`config.mk`:
```
export PLATFORM = sky130hd
export DESIGN_NAME = rtc_dual_calendar
export DESIGN_NICKNAME = d
export VERILOG_FILES = /design/src/rtl/rtc_cal_pkg.sv /design/src/rtl/rtc_month_len.sv /design/src/rtl/rtc_field_step.sv /design/src/rtl/rtc_time_core.sv /design/src/rtl/rtc_shadow_bank.sv /design/src/rtl/rtc_dual_calendar.sv
export SDC_FILE = /design/constraint.sdc
export NUM_CORES = 1
export LEC_CHECK = 0
export BUFFER_PORTS_ARGS = -buffer_cell sky130_fd_sc_hd__buf_2
export CAP_MARGIN = 20
export CORE_ASPECT_RATIO = 1.1
export CORE_MARGIN = 2
export CORE_UTILIZATION = 56
export CTS_CLUSTER_DIAMETER = 200
export DETAILED_ROUTE_END_ITERATION = 16
export PLACE_DENSITY = 0.73
export SLEW_MARGIN = 20
export SYNTH_ARGS = -nofsm -noshare
export SYNTH_HDL_FRONTEND = slang
export SYNTH_SLANG_ARGS = --single-unit
```
`constraint.sdc`:
```
create_clock -name clk -period 5.2 [get_ports clk]
set_clock_uncertainty 0.05 [all_clocks]
set_input_delay 1.04 -clock clk [delete_from_list [all_inputs] [get_ports clk]]
set_output_delay 1.04 -clock clk [all_outputs]
set_load 0.01 [all_outputs]
```
`src/rtl/rtc_cal_pkg.sv`:
```
`timescale 1ns/1ps
package rtc_cal_pkg;

   localparam int NFIELD = 8;
   localparam int BCD_W  = 8;

   localparam int F_SEC  = 0;
   localparam int F_MIN  = 1;
   localparam int F_HOUR = 2;
   localparam int F_DOW  = 3;
   localparam int F_DATE = 4;
   localparam int F_MON  = 5;
   localparam int F_YEAR = 6;
   localparam int F_CENT = 7;

   typedef logic [BCD_W-1:0] bcd_t;

   // Writable bits of each field; all others read 0.
   function automatic bcd_t field_mask(int idx);
      case (idx)
         F_SEC, F_MIN:    return 8'h7F;
         F_HOUR, F_DATE:  return 8'h3F;
         F_DOW:           return 8'h07;
         F_MON:           return 8'h1F;
         F_YEAR:          return 8'hFF;
         default:         return 8'h3F;
      endcase
   endfunction

   // Value a field takes after it wraps.
   function automatic bcd_t field_lo(int idx);
      case (idx)
         F_DOW, F_DATE, F_MON: return 8'h01;
         default:              return 8'h00;
      endcase
   endfunction

   // Last value before wrap (date is supplied by the month-length logic).
   function automatic bcd_t field_hi(int idx);
      case (idx)
         F_SEC, F_MIN: return 8'h59;
         F_HOUR:       return 8'h23;
         F_DOW:        return 8'h07;
         F_DATE:       return 8'h31;
         F_MON:        return 8'h12;
         F_YEAR:       return 8'h99;
         default:      return 8'h39;
      endcase
   endfunction

   function automatic bcd_t field_rst(int idx);
      case (idx)
         F_DOW, F_DATE, F_MON: return 8'h01;
         F_CENT:               return 8'h20;
         default:              return 8'h00;
      endcase
   endfunction

   // Which field's carry advances a given field.
   function automatic int carry_src(int idx);
      case (idx)
         F_MIN:          return F_SEC;
         F_HOUR:         return F_MIN;
         F_DOW, F_DATE:  return F_HOUR;
         F_MON:          return F_DATE;
         F_YEAR:         return F_MON;
         F_CENT:         return F_YEAR;
         default:        return F_SEC;
      endcase
   endfunction

   function automatic bcd_t bcd_inc(bcd_t v);
      if (v[3:0] >= 4'd9) return {v[7:4] + 4'd1, 4'd0};
      return v + 8'd1;
   endfunction

   function automatic logic year_is_leap(bcd_t y);
      if (!y[4]) return (y[3:0] == 4'd0) || (y[3:0] == 4'd4) || (y[3:0] == 4'd8);
      return (y[3:0] == 4'd2) || (y[3:0] == 4'd6);
   endfunction

endpackage

```
`src/rtl/rtc_month_len.sv`:
```
`timescale 1ns/1ps
module rtc_month_len
   import rtc_cal_pkg::*;
(
   input  bcd_t month,
   input  bcd_t year,
   output bcd_t last_date
);

   logic leap;

   assign leap = year_is_leap(year);

   always_comb begin
      case (month)
         8'h02:                      last_date = leap ? 8'h29 : 8'h28;
         8'h04, 8'h06, 8'h09, 8'h11: last_date = 8'h30;
         default:                    last_date = 8'h31;
      endcase
   end

endmodule

```
`src/rtl/rtc_field_step.sv`:
```
`timescale 1ns/1ps
module rtc_field_step
   import rtc_cal_pkg::*;
#(
   parameter bcd_t LO   = 8'h00,
   parameter bcd_t MASK = 8'hFF
)(
   input  bcd_t cur,
   input  bcd_t hi,
   input  logic en,
   output bcd_t nxt,
   output logic carry
);

   logic at_top;

   // A value at or beyond the last legal one wraps on the next step.
   assign at_top = (cur >= hi);
   assign carry  = en && at_top;

   always_comb begin
      if (!en)         nxt = cur;
      else if (at_top) nxt = LO;
      else             nxt = bcd_inc(cur) & MASK;
   end

endmodule

```
`src/rtl/rtc_time_core.sv`:
```
`timescale 1ns/1ps
module rtc_time_core
   import rtc_cal_pkg::*;
#(
   parameter int NF = NFIELD
)(
   input  logic              clk,
   input  logic              rst_n,
   input  logic              step,
   input  logic [NF-1:0]     ovr_mask,
   input  bcd_t [NF-1:0]     ovr_val,
   output bcd_t [NF-1:0]     cur_q
);

   if (NF != NFIELD) begin : g_bad_nf
      $error("rtc_time_core: NF must equal the calendar field count");
   end

   bcd_t          base [NF];
   bcd_t [NF-1:0] nxt_p;
   logic          en_w [NF];
   logic          cy_w [NF];
   bcd_t          last_day;

   rtc_month_len u_mlen (
      .month     (base[F_MON]),
      .year      (base[F_YEAR]),
      .last_date (last_day)
   );

   for (genvar i = 0; i < NF; i++) begin : g_field
      bcd_t hi_v;

      assign base[i] = ovr_mask[i] ? (ovr_val[i] & field_mask(i)) : cur_q[i];

      if (i == 0) begin : g_first
         assign en_w[i] = step;
      end else begin : g_chain
         assign en_w[i] = cy_w[carry_src(i)];
      end

      if (i == F_DATE) begin : g_var_hi
         assign hi_v = last_day;
      end else begin : g_fix_hi
         assign hi_v = field_hi(i);
      end

      rtc_field_step #(
         .LO   (field_lo(i)),
         .MASK (field_mask(i))
      ) u_step (
         .cur   (base[i]),
         .hi    (hi_v),
         .en    (en_w[i]),
         .nxt   (nxt_p[i]),
         .carry (cy_w[i])
      );
   end

   always_ff @(posedge clk or negedge rst_n) begin
      if (!rst_n) begin
         for (int i = 0; i < NF; i++) cur_q[i] <= field_rst(i);
      end else begin
         cur_q <= nxt_p;
      end
   end

   // a counting tick at 59 seconds lands on 00
   assert_sec_wrap_R2: assert property (@(posedge clk) disable iff (!rst_n)
      (step && base[F_SEC] == 8'h59) |=> (cur_q[F_SEC] == 8'h00));

   // day of week wraps from 7 to 1
   assert_dow_wrap_R6: assert property (@(posedge clk) disable iff (!rst_n)
      (en_w[F_DOW] && base[F_DOW] == 8'h07) |=> (cur_q[F_DOW] == 8'h01));

   // a century carry leaves century at 00
   assert_cent_wrap_R5: assert property (@(posedge clk) disable iff (!rst_n)
      cy_w[F_CENT] |=> (cur_q[F_CENT] == 8'h00));

   // no step and no override keeps the whole count
   assert_idle_hold_R8: assert property (@(posedge clk) disable iff (!rst_n)
      (!step && ovr_mask == '0) |=> $stable(cur_q));

endmodule

```
`src/rtl/rtc_shadow_bank.sv`:
```
`timescale 1ns/1ps
module rtc_shadow_bank
   import rtc_cal_pkg::*;
#(
   parameter int NF = NFIELD
)(
   input  logic              clk,
   input  logic              rst_n,
   input  logic              live,
   input  logic              capture,
   input  logic              resume,
   input  bcd_t [NF-1:0]     src,
   input  logic [NF-1:0]     wr_sel,
   input  bcd_t              wr_val,
   output bcd_t [NF-1:0]     ext_q,
   output logic [NF-1:0]     dirty_q
);

   if (NF != NFIELD) begin : g_bad_nf
      $error("rtc_shadow_bank: NF must equal the calendar field count");
   end

   always_ff @(posedge clk or negedge rst_n) begin
      if (!rst_n) begin
         for (int i = 0; i < NF; i++) ext_q[i] <= field_rst(i);
         dirty_q <= '0;
      end else if (capture) begin
         ext_q   <= src;
         dirty_q <= '0;
      end else if (resume) begin
         dirty_q <= '0;
      end else if (!live) begin
         for (int i = 0; i < NF; i++) begin
            if (wr_sel[i]) begin
               ext_q[i]   <= wr_val & field_mask(i);
               dirty_q[i] <= 1'b1;
            end
         end
      end
   end

   // snapshot equals the live count of the halt cycle
   assert_snapshot_R9: assert property (@(posedge clk) disable iff (!rst_n)
      capture |=> (ext_q == $past(src)));

   // frozen copy only moves on a user write
   assert_freeze_R9: assert property (@(posedge clk) disable iff (!rst_n)
      (!live && !capture && !resume && wr_sel == '0) |=> $stable(ext_q));

   // a write during the freeze marks its field
   assert_mark_R10: assert property (@(posedge clk) disable iff (!rst_n)
      (!live && !capture && !resume && wr_sel != '0)
         |=> ((dirty_q & $past(wr_sel)) == $past(wr_sel)));

   // marks are gone after the resume
   assert_resume_clear_R10: assert property (@(posedge clk) disable iff (!rst_n)
      resume |=> (dirty_q == '0));

endmodule

```
`src/rtl/rtc_dual_calendar.sv`:
```
`timescale 1ns/1ps
module rtc_dual_calendar
   import rtc_cal_pkg::*;
#(
   parameter int ADDR_W    = 5,
   parameter int DATA_W    = 8,
   parameter int CTRL_ADDR = 15
)(
   input  logic              clk,
   input  logic              rst_n,
   input  logic              tick_1hz,
   input  logic              osc_hold,
   input  logic [ADDR_W-1:0] bus_addr,
   input  logic              bus_wr,
   input  logic [DATA_W-1:0] bus_wdata,
   output logic [DATA_W-1:0] bus_rdata
);

   localparam int FIDX_W = $clog2(NFIELD);

   if (DATA_W != BCD_W) begin : g_bad_data
      $error("rtc_dual_calendar: DATA_W must match the BCD field width");
   end
   if (ADDR_W <= FIDX_W) begin : g_bad_addr
      $error("rtc_dual_calendar: address too narrow for the field block");
   end
   if (CTRL_ADDR < NFIELD || CTRL_ADDR >= (1 << ADDR_W)) begin : g_bad_ctrl
      $error("rtc_dual_calendar: control address out of range");
   end

   logic              te_q;
   logic              stop_q;
   logic [1:0]        aux_q;
   logic              time_wr;
   logic              ctrl_wr;
   logic              mon_wr;
   logic              go_halt;
   logic              go_live;
   logic              step;
   logic [FIDX_W-1:0] fidx;
   logic [NFIELD-1:0] ovr_mask;
   bcd_t [NFIELD-1:0] ovr_val;
   logic [NFIELD-1:0] shadow_sel;
   bcd_t [NFIELD-1:0] cur;
   bcd_t [NFIELD-1:0] ext;
   logic [NFIELD-1:0] dirty;
   bcd_t [NFIELD-1:0] view;

   assign fidx    = bus_addr[FIDX_W-1:0];
   assign time_wr = bus_wr && (bus_addr < ADDR_W'(NFIELD));
   assign ctrl_wr = bus_wr && (bus_addr == ADDR_W'(CTRL_ADDR));
   assign mon_wr  = bus_wr && (bus_addr == ADDR_W'(F_MON));
   assign go_halt = ctrl_wr && te_q && !bus_wdata[DATA_W-1];
   assign go_live = ctrl_wr && !te_q && bus_wdata[DATA_W-1];
   assign step    = tick_1hz && !osc_hold && !stop_q;

   always_ff @(posedge clk or negedge rst_n) begin
      if (!rst_n) begin
         te_q   <= 1'b1;
         stop_q <= 1'b0;
         aux_q  <= '0;
      end else begin
         if (ctrl_wr) te_q <= bus_wdata[DATA_W-1];
         if (mon_wr) begin
            stop_q <= bus_wdata[DATA_W-1];
            aux_q  <= bus_wdata[DATA_W-2:DATA_W-3];
         end
      end
   end

   for (genvar i = 0; i < NFIELD; i++) begin : g_route
      logic hit;
      assign hit           = time_wr && (fidx == FIDX_W'(i));
      assign ovr_mask[i]   = te_q ? hit : (go_live && dirty[i]);
      assign ovr_val[i]    = te_q ? bus_wdata : ext[i];
      assign shadow_sel[i] = hit && !te_q;
      assign view[i]       = te_q ? cur[i] : ext[i];
   end

   rtc_time_core #(.NF(NFIELD)) u_core (
      .clk      (clk),
      .rst_n    (rst_n),
      .step     (step),
      .ovr_mask (ovr_mask),
      .ovr_val  (ovr_val),
      .cur_q    (cur)
   );

   rtc_shadow_bank #(.NF(NFIELD)) u_shadow (
      .clk     (clk),
      .rst_n   (rst_n),
      .live    (te_q),
      .capture (go_halt),
      .resume  (go_live),
      .src     (cur),
      .wr_sel  (shadow_sel),
      .wr_val  (bus_wdata),
      .ext_q   (ext),
      .dirty_q (dirty)
   );

   always_comb begin
      bus_rdata = '0;
      if (bus_addr == ADDR_W'(F_MON))
         bus_rdata = {stop_q, aux_q, view[F_MON][4:0]};
      else if (bus_addr < ADDR_W'(NFIELD))
         bus_rdata = view[fidx];
      else if (bus_addr == ADDR_W'(CTRL_ADDR))
         bus_rdata = {te_q, {(DATA_W-1){1'b0}}};
   end

   // transfer enable moves only on a control write
   assert_te_write_only_R11: assert property (@(posedge clk) disable iff (!rst_n)
      !ctrl_wr |=> $stable(te_q));

   // a tick blocked by the stop bit leaves the live count alone
   assert_stop_blocks_R8: assert property (@(posedge clk) disable iff (!rst_n)
      (stop_q && !time_wr && !go_live) |=> $stable(cur));

endmodule

```
-- Word-level counts from Yosys, hierarchy flattened
Cells that the tools add are included.
- $add $sub $neg: 15
- bitwise logic cells: 8
- multiplexer cells: 150
- equality and inequality tests: 21
- reduce and logical (&&, ||, !) cells: 81
- $lt $le $gt $ge: 18
- operators by type and width (operator ; count):
    $mux 8 ; 75
    $mux 64 ; 3
    $mux 6 ; 12
    $and 8x8->8 ; 8
    $mux 7 ; 8
    $mux 1 ; 42
    $logic_and 1x1->1 ; 39
    $ge 4x4->1 const B ; 8
    $bmux 8 s3 ; 1
    $reduce_and 3->1 ; 8
    $reduce_bool 3->1 ; 8
    $mux 5 ; 4
    $add 6x1->6 const B ; 3
    $eq 8x3->1 const B ; 2
    $ge 8x6->1 const B ; 2
    $ge 8x7->1 const B ; 2
    $reduce_and 2->1 ; 8
    $reduce_bool 2->1 ; 8
    $add 7x1->7 const B ; 2
    $eq 3x3->1 const B ; 4
    $mux 3 ; 4
    $pmux 5 s2 ; 1
    $add 3x1->3 const B ; 3
    $add 8x1->8 const B ; 1
    28 further kinds ; 37
- output and inout port bits: 8
- bits in registers: 140
- logic and storage cells: 320

-- Depth between registers and ports, before layout
- depth in word-level cells: 21
- gate-level depth with buffers: 23
- mapped depth without buffers: 18

-- Cells and area by module
A second synthesis with hierarchy kept.
- cell total of the unflattened synthesis: 1203
- area, all modules: 11278.3 µm²
- by module, submodules not included (module ; times used ; area an instance (µm²) ; seq. area each (µm²) ; cells an instance):
    rtc_shadow_bank ; 1 ; 3170.5 ; 1806.7 ; 279
    rtc_time_core ; 1 ; 2508.7 ; 1606.5 ; 137
    rtc_dual_calendar ; 1 ; 2138.3 ; 101.3 ; 314
    rtc_field_step at u_core.g_field[0].u_step ... ; 2 ; 422.9 ; 0.0 ; 61
    rtc_field_step at u_core.g_field[2].u_step ... ; 2 ; 414.1 ; 0.0 ; 52
    rtc_field_step at u_core.g_field[6].u_step ; 1 ; 459.2 ; 0.0 ; 63
    rtc_field_step at u_core.g_field[4].u_step ; 1 ; 419.2 ; 0.0 ; 57
    rtc_field_step at u_core.g_field[5].u_step ; 1 ; 402.9 ; 0.0 ; 57
    rtc_field_step at u_core.g_field[3].u_step ; 1 ; 371.6 ; 0.0 ; 50
    rtc_month_len ; 1 ; 133.9 ; 0.0 ; 20

-- Worst setup path after synthesis
No wires, ideal clock.
- path type: input-to-reg
- from: in bus_addr[1]
- to: reg u_core.cur_q[44] (netlist name)
- path slack: -0.061 ns
- cell stages on the path: 23
- arrival: 5.065 ns
- library setup time: 0.146 ns
- cell sequence: buf_2 -> and4b_1 -> buf_2 -> buf_4 -> nand3_1 -> nand2_1 -> clkbuf_1 -> nor2_1 -> a31oi_1 -> inv_1 -> ha_1 -> o211ai_1 -> a32oi_1 -> ha_1 -> nand2b_1 -> nor3_1 -> a31oi_1 -> a2111oi_2 -> a2111oi_4 -> and3b_1 -> buf_2 -> a41oi_1 -> o22ai_1
- cells in the longest elaborated chain, start to end: 16
- elaborated cells on any way between the ends: 72
- classes of those cells: add/sub: 2; order compare: 7; eq/ne: 15; mux: 22; reduce/logical: 26
- RTL lines (what ; line ; RTL):
    start, declared ; rtc_dual_calendar.sv:13 ; input logic [ADDR_W-1:0] bus_addr,
    parallel branches: the longest is 15 deep, another holds $ge 8x6->1 ; n/a ;
    $mux 8 * ; rtc_field_step.sv:22 ; if (!en) nxt = cur;
    net u_core.g_field[5].u_step.nxt[4] ; rtc_field_step.sv:11 ; output bcd_t nxt,
    end signal, assigned ; rtc_time_core.sv:64 ; cur_q <= nxt_p;
    end, declared ; rtc_time_core.sv:12 ; output bcd_t [NF-1:0] cur_q
Mark *: on every way through the listed nets, which the timed path passes. The select of a mux whose other input is x is not followed.
A chain may end at the register's enable or synchronous reset.

-- Worst setup path in the final report
- from: in bus_wr
- to: reg u_core.cur_q[41] (netlist name)
- cells in the longest elaborated chain, start to end: 15
- elaborated cells on any way between the ends: 62
- classes of those cells: add/sub: 1; order compare: 6; eq/ne: 9; mux: 21; reduce/logical: 25
- RTL lines (what ; line ; RTL):
    start, declared ; rtc_dual_calendar.sv:14 ; input logic bus_wr,
    $logic_and 1x1->1 ; rtc_dual_calendar.sv:51 ; assign ctrl_wr = bus_wr && (bus_addr == ADDR_W'(CTRL_ADDR));
    $logic_and 1x1->1 (2 in a row) ; rtc_dual_calendar.sv:54 ; assign go_live = ctrl_wr && !te_q && bus_wdata[DATA_W-1];
    $logic_and 1x1->1 ; rtc_dual_calendar.sv:74 ; assign ovr_mask[i] = te_q ? hit : (go_live && dirty[i]);
    $mux 1 ; rtc_dual_calendar.sv:74 ;
    $mux 8 ; rtc_time_core.sv:34 ; assign base[i] = ovr_mask[i] ? (ovr_val[i] & field_mask(i)) : cur_q[i];
    $eq 4x3->1 or $logic_not 4->1 (tied branches) ; rtc_cal_pkg.sv:78 ; if (!y[4]) return (y[3:0] == 4'd0) || (y[3:0] == 4'd4) || (y[3:0] == 4'd8);
    $logic_or 1x1->1 (2 in a row) ; rtc_cal_pkg.sv:78 ;
    $mux 1 ; rtc_cal_pkg.sv:79 ; return (y[3:0] == 4'd2) || (y[3:0] == 4'd6);
    $mux 1 ; rtc_month_len.sv:16 ; 8'h02: last_date = leap ? 8'h29 : 8'h28;
    $pmux 5 s2 ; rtc_month_len.sv:15 ; case (month)
    $ge 8x6->1 ; rtc_field_step.sv:18 ; assign at_top = (cur >= hi);
    $logic_and 1x1->1 ; rtc_field_step.sv:19 ; assign carry = en && at_top;
    $mux 8 * ; rtc_field_step.sv:22 ;
    net u_core.g_field[5].u_step.nxt[1] ; rtc_field_step.sv:11 ;
Mark *: on every way through the listed nets, which the timed path passes. The rest lies on a longest branch. The select of a mux whose other input is x is not followed.

==> impl_metrics.env <==
export IMPL_critical_path_class="input port to register"
export IMPL_diodes=0
export IMPL_detail_route_vias_per_cell=6.83
export IMPL_post_route_cells_drive_above_1_share_pct=17.1
export IMPL_critical_path_endpoint_type="register"
export IMPL_worst_path_most_repeated_cell="sky130_fd_sc_hd__buf_4"
export IMPL_max_vdd_ir_drop_mv=0.279
export IMPL_hold_class="register to register"
export IMPL_ctsResizeCount=0
export IMPL_number_of_clock_buffers_inserted_by_tritoncts=17
export IMPL_outcome="completed"
export IMPL_worst_hold_slack_ps=436
export IMPL_worst_ep_required_time_ps=5450
export IMPL_totalWireLength_um=30100
export IMPL_fp_dieH_um=138
export IMPL_setup_total_negative_slack_ps=0
export IMPL_synth_common_cells="sky130_fd_sc_hd__dfrtp_1, sky130_fd_sc_hd__nand2_1, sky130_fd_sc_hd__o21ai_0"
export IMPL_crit_path_start="bus_wr"
export IMPL_syn_to_final_growth_pct=13.2
export IMPL_synth_edff_count=0
export IMPL_slowest_stage="sky130_fd_sc_hd__and4b_1"
export IMPL_post_cts_repair_setup_buffers=0
export IMPL_num_vias=8814
export IMPL_top_cells_by_area_synth="sky130_fd_sc_hd__dfrtp_1, sky130_fd_sc_hd__o21ai_0, sky130_fd_sc_hd__nand2_1"
export IMPL_clkTransAtPathRegs_ps=60
export IMPL_pin_count_of_the_biggest_net_entering_global_routing=109
export IMPL_h_tree_lvls=4
export IMPL_worst_path_largest_cell_delay_ps=370
export IMPL_synth_yosys_warnings=0
export IMPL_cap_violations=0
export IMPL_async_reset_ff_share_pct=100
export IMPL_globalRoute_totalOverflow=0
export IMPL_synth_most_common_cell="sky130_fd_sc_hd__dfrtp_1"
export IMPL_yosys_top_cell_area_share_pct=35.0
export IMPL_rsz0062_at_grt="false"
export IMPL_antenna_violating_nets_post_route=0
export IMPL_synthesis_instances=1031
export IMPL_cts_hold_buf=0
export IMPL_ios=26
export IMPL_worst_hold_startpoint="u_shadow.ext_q[9]"
export IMPL_powerDensity_nw_per_um2=434
export IMPL_timing_worst_slew_pin_value_ps=1300
export IMPL_place_hpwl_um=21300
export IMPL_drt_pass1_iter_count=8
export IMPL_yosys_register_bits=137
export IMPL_crit_arrival_ps=5140
export IMPL_synth_fp_nets=1084
export IMPL_synth_lib_cells_used_distinct=84
export IMPL_fp_row_count=49
export IMPL_min_period_over_period_pct=93.9
export IMPL_grt_util_all_layers_pct=35.1
export IMPL_most_instantiated_flip_flop_cell_in_the_synthesis_netlist="sky130_fd_sc_hd__dfrtp_1"
export IMPL_final_min_clock_period_ps=4880
export IMPL_postLayoutSetupSlackWorst_ps=316
export IMPL_rr_startpoint="te_q"
export IMPL_global_placer_s_final_weighted_congestion=0.997
export IMPL_power_leakage_nw=4.59
export IMPL_synth_area_per_inst_sq_um=8.88
export IMPL_worstPathCellList="buf_2, and4b_1, nand3_1, nand2_4, mux2i_1, nand3_1, nor3_1, a32oi_1, ha_1, nand2b_1, nor3_1, a31oi_1, a2111oi_2, buf_4, a2111oi_4, and3b_1, buf_4, buf_4, a21boi_0, o21ai_1"
export IMPL_post_drt_wl_per_cell_um=23.3
export IMPL_via_count_of_the_first_global_routing_pass=8282
export IMPL_cts_root_buffer="sky130_fd_sc_hd__clkbuf_16"
export IMPL_tritoncts_clock_tree="built"
export IMPL_achievable_frequency_mhz=205
export IMPL_drtIter0Drc=948
export IMPL_place_port_buffers=25
export IMPL_critical_path_startpoint_type="input port"
export IMPL_route_detailed_drc=0
export IMPL_fin_nets=1127
export IMPL_post_synth_instance_area_sq_um=9160
export IMPL_report_final_setup_viol=0
export IMPL_core_area_sq_um=16200
export IMPL_max_slew_margin_rel_pct=13.2
export IMPL_ys_seq_area_share_pct=37.6
export IMPL_critical_path_peak_fanout=8
export IMPL_post_place_ws_ps=4.91
export IMPL_floorplan_initialDensity_pct=56.6
export IMPL_grt_first_pass_wirelength_um=47400
export IMPL_clk_path_buf_depth=2
export IMPL_timing_hold_violations_final=0
export IMPL_worstSkewPairLatency_ps=430
export IMPL_timing_max_transition_violations_final=0
export IMPL_synth_largest_area_cell="sky130_fd_sc_hd__dfrtp_1"
export IMPL_grt_antenna_before_repair=0
export IMPL_clkSinkCount=137
export IMPL_floorplan_die_area_sq_um=17400
export IMPL_die_width_um=126
[cell usage in the layout (no fill, tap or decap), types with 8 or more instances in the layout]
cell                        count
sky130_fd_sc_hd__a211oi_1      12
sky130_fd_sc_hd__a21oi_1       83
sky130_fd_sc_hd__a22o_1        14
sky130_fd_sc_hd__a31oi_1       16
sky130_fd_sc_hd__and2_1         9
sky130_fd_sc_hd__and3_1        13
sky130_fd_sc_hd__buf_2         24
sky130_fd_sc_hd__buf_4         60
sky130_fd_sc_hd__clkbuf_16     17
sky130_fd_sc_hd__dfrtp_1      128
sky130_fd_sc_hd__dfstp_2        8
sky130_fd_sc_hd__ha_1          35
sky130_fd_sc_hd__inv_1         49
sky130_fd_sc_hd__mux2i_1       28
sky130_fd_sc_hd__mux4_2        20
sky130_fd_sc_hd__nand2_1      125
sky130_fd_sc_hd__nand2b_1       9
sky130_fd_sc_hd__nand3_1       44
sky130_fd_sc_hd__nand4_1        8
sky130_fd_sc_hd__nor2_1        55
sky130_fd_sc_hd__nor2b_1       18
sky130_fd_sc_hd__nor3_1        19
sky130_fd_sc_hd__o21a_1        13
sky130_fd_sc_hd__o21ai_0      107
sky130_fd_sc_hd__o22a_1        10
sky130_fd_sc_hd__o22ai_1       14
[final cells by class]
cell class                      count  area (sq um)
Sequential cell                   137          3440
Multi-Input combinational cell    783          5260
Inverter                           49           184
Tap cell                          204           255
Fill cell                        1341          5820
Clock buffer                       23           468
Timing Repair Buffer               86           604
Clock inverter                      9           148
[worst max-delay path, delay by kind of cell]
| family | cells | cell delay (ps) |
|---|---|---|
| muxes | 1 | 330 |
| adders and majority gates | 1 | 300 |
| buffers and inverters | 4 | 560 |
| and+or+nand+nor | 8 | 1750 |
| AOI/OAI and AO/OA | 6 | 1160 |
[power breakdown]
part           switching, mW  leakage (nW)  internal (mW)
combinational          0.917          2.58          0.626
clock                  0.473         0.301          0.824
sequential             0.282          1.71           1.37
total                   1.67          4.59           2.82
[per-stage QoR]
stage	cell area, sq um	total power [mW]	cells	utilization (%)
6_report	10400	4.49	1291	64.0
3_3_place_gp	9740	3.12	1259	60.2
3_5_place_dp	9740	3.16	1259	60.2
2_1_floorplan	9160	2.62	1031	-
4_1_cts	10400	4.45	1291	64.0
5_1_grt	10400	4.73	1291	64.0
[path summary, 6_finish.rpt]
path / to / slack, ps / depth (start not counted)
min reg2reg: u_shadow.ext_q[9] / 440 / 2
max: u_core.cur_q[41] / 320 / 20
max in group asynchronous: te_q / 3390 / 2
min in group asynchronous: u_core.cur_q[4] / 680 / 1
min: u_shadow.ext_q[9] / 440 / 2
max reg2reg: u_core.cur_q[41] / 350 / 19
[routing by layer]
metal  wire length [um]  vias up  GRT usage (%)
met4               1200        0           15.0
met5                  0        -              0
li1                   -     3862              -
met1              12300     4306           49.5
met2              13500      557           52.2
met3               3180       89           8.05
[flip-flops by register name, summed over array words and instances, names as in the netlist]
signal and cells:
u_core.cur_q 64, u_shadow.dirty_q 8, stop_q 1, te_q 1, u_shadow.ext_q 61, aux_q 2
[cells by family (layout without fill, tap and decap cells)]
group                    after synthesis  count (layout)  share of synthesized area (%)
flip-flops                           137             137                           37.6
buffers and inverters                111             167                           5.18
multiplexers                          55              55                           8.84
AO/OA/AOI/OAI                        339             339                           23.7
AND/OR/NAND/NOR                      350             350                           19.5
XOR/XNOR                               4               4                          0.383
adder cells (fa/ha/maj)               35              35                           4.78
Note: power is estimated with default switching activity, not from simulation.
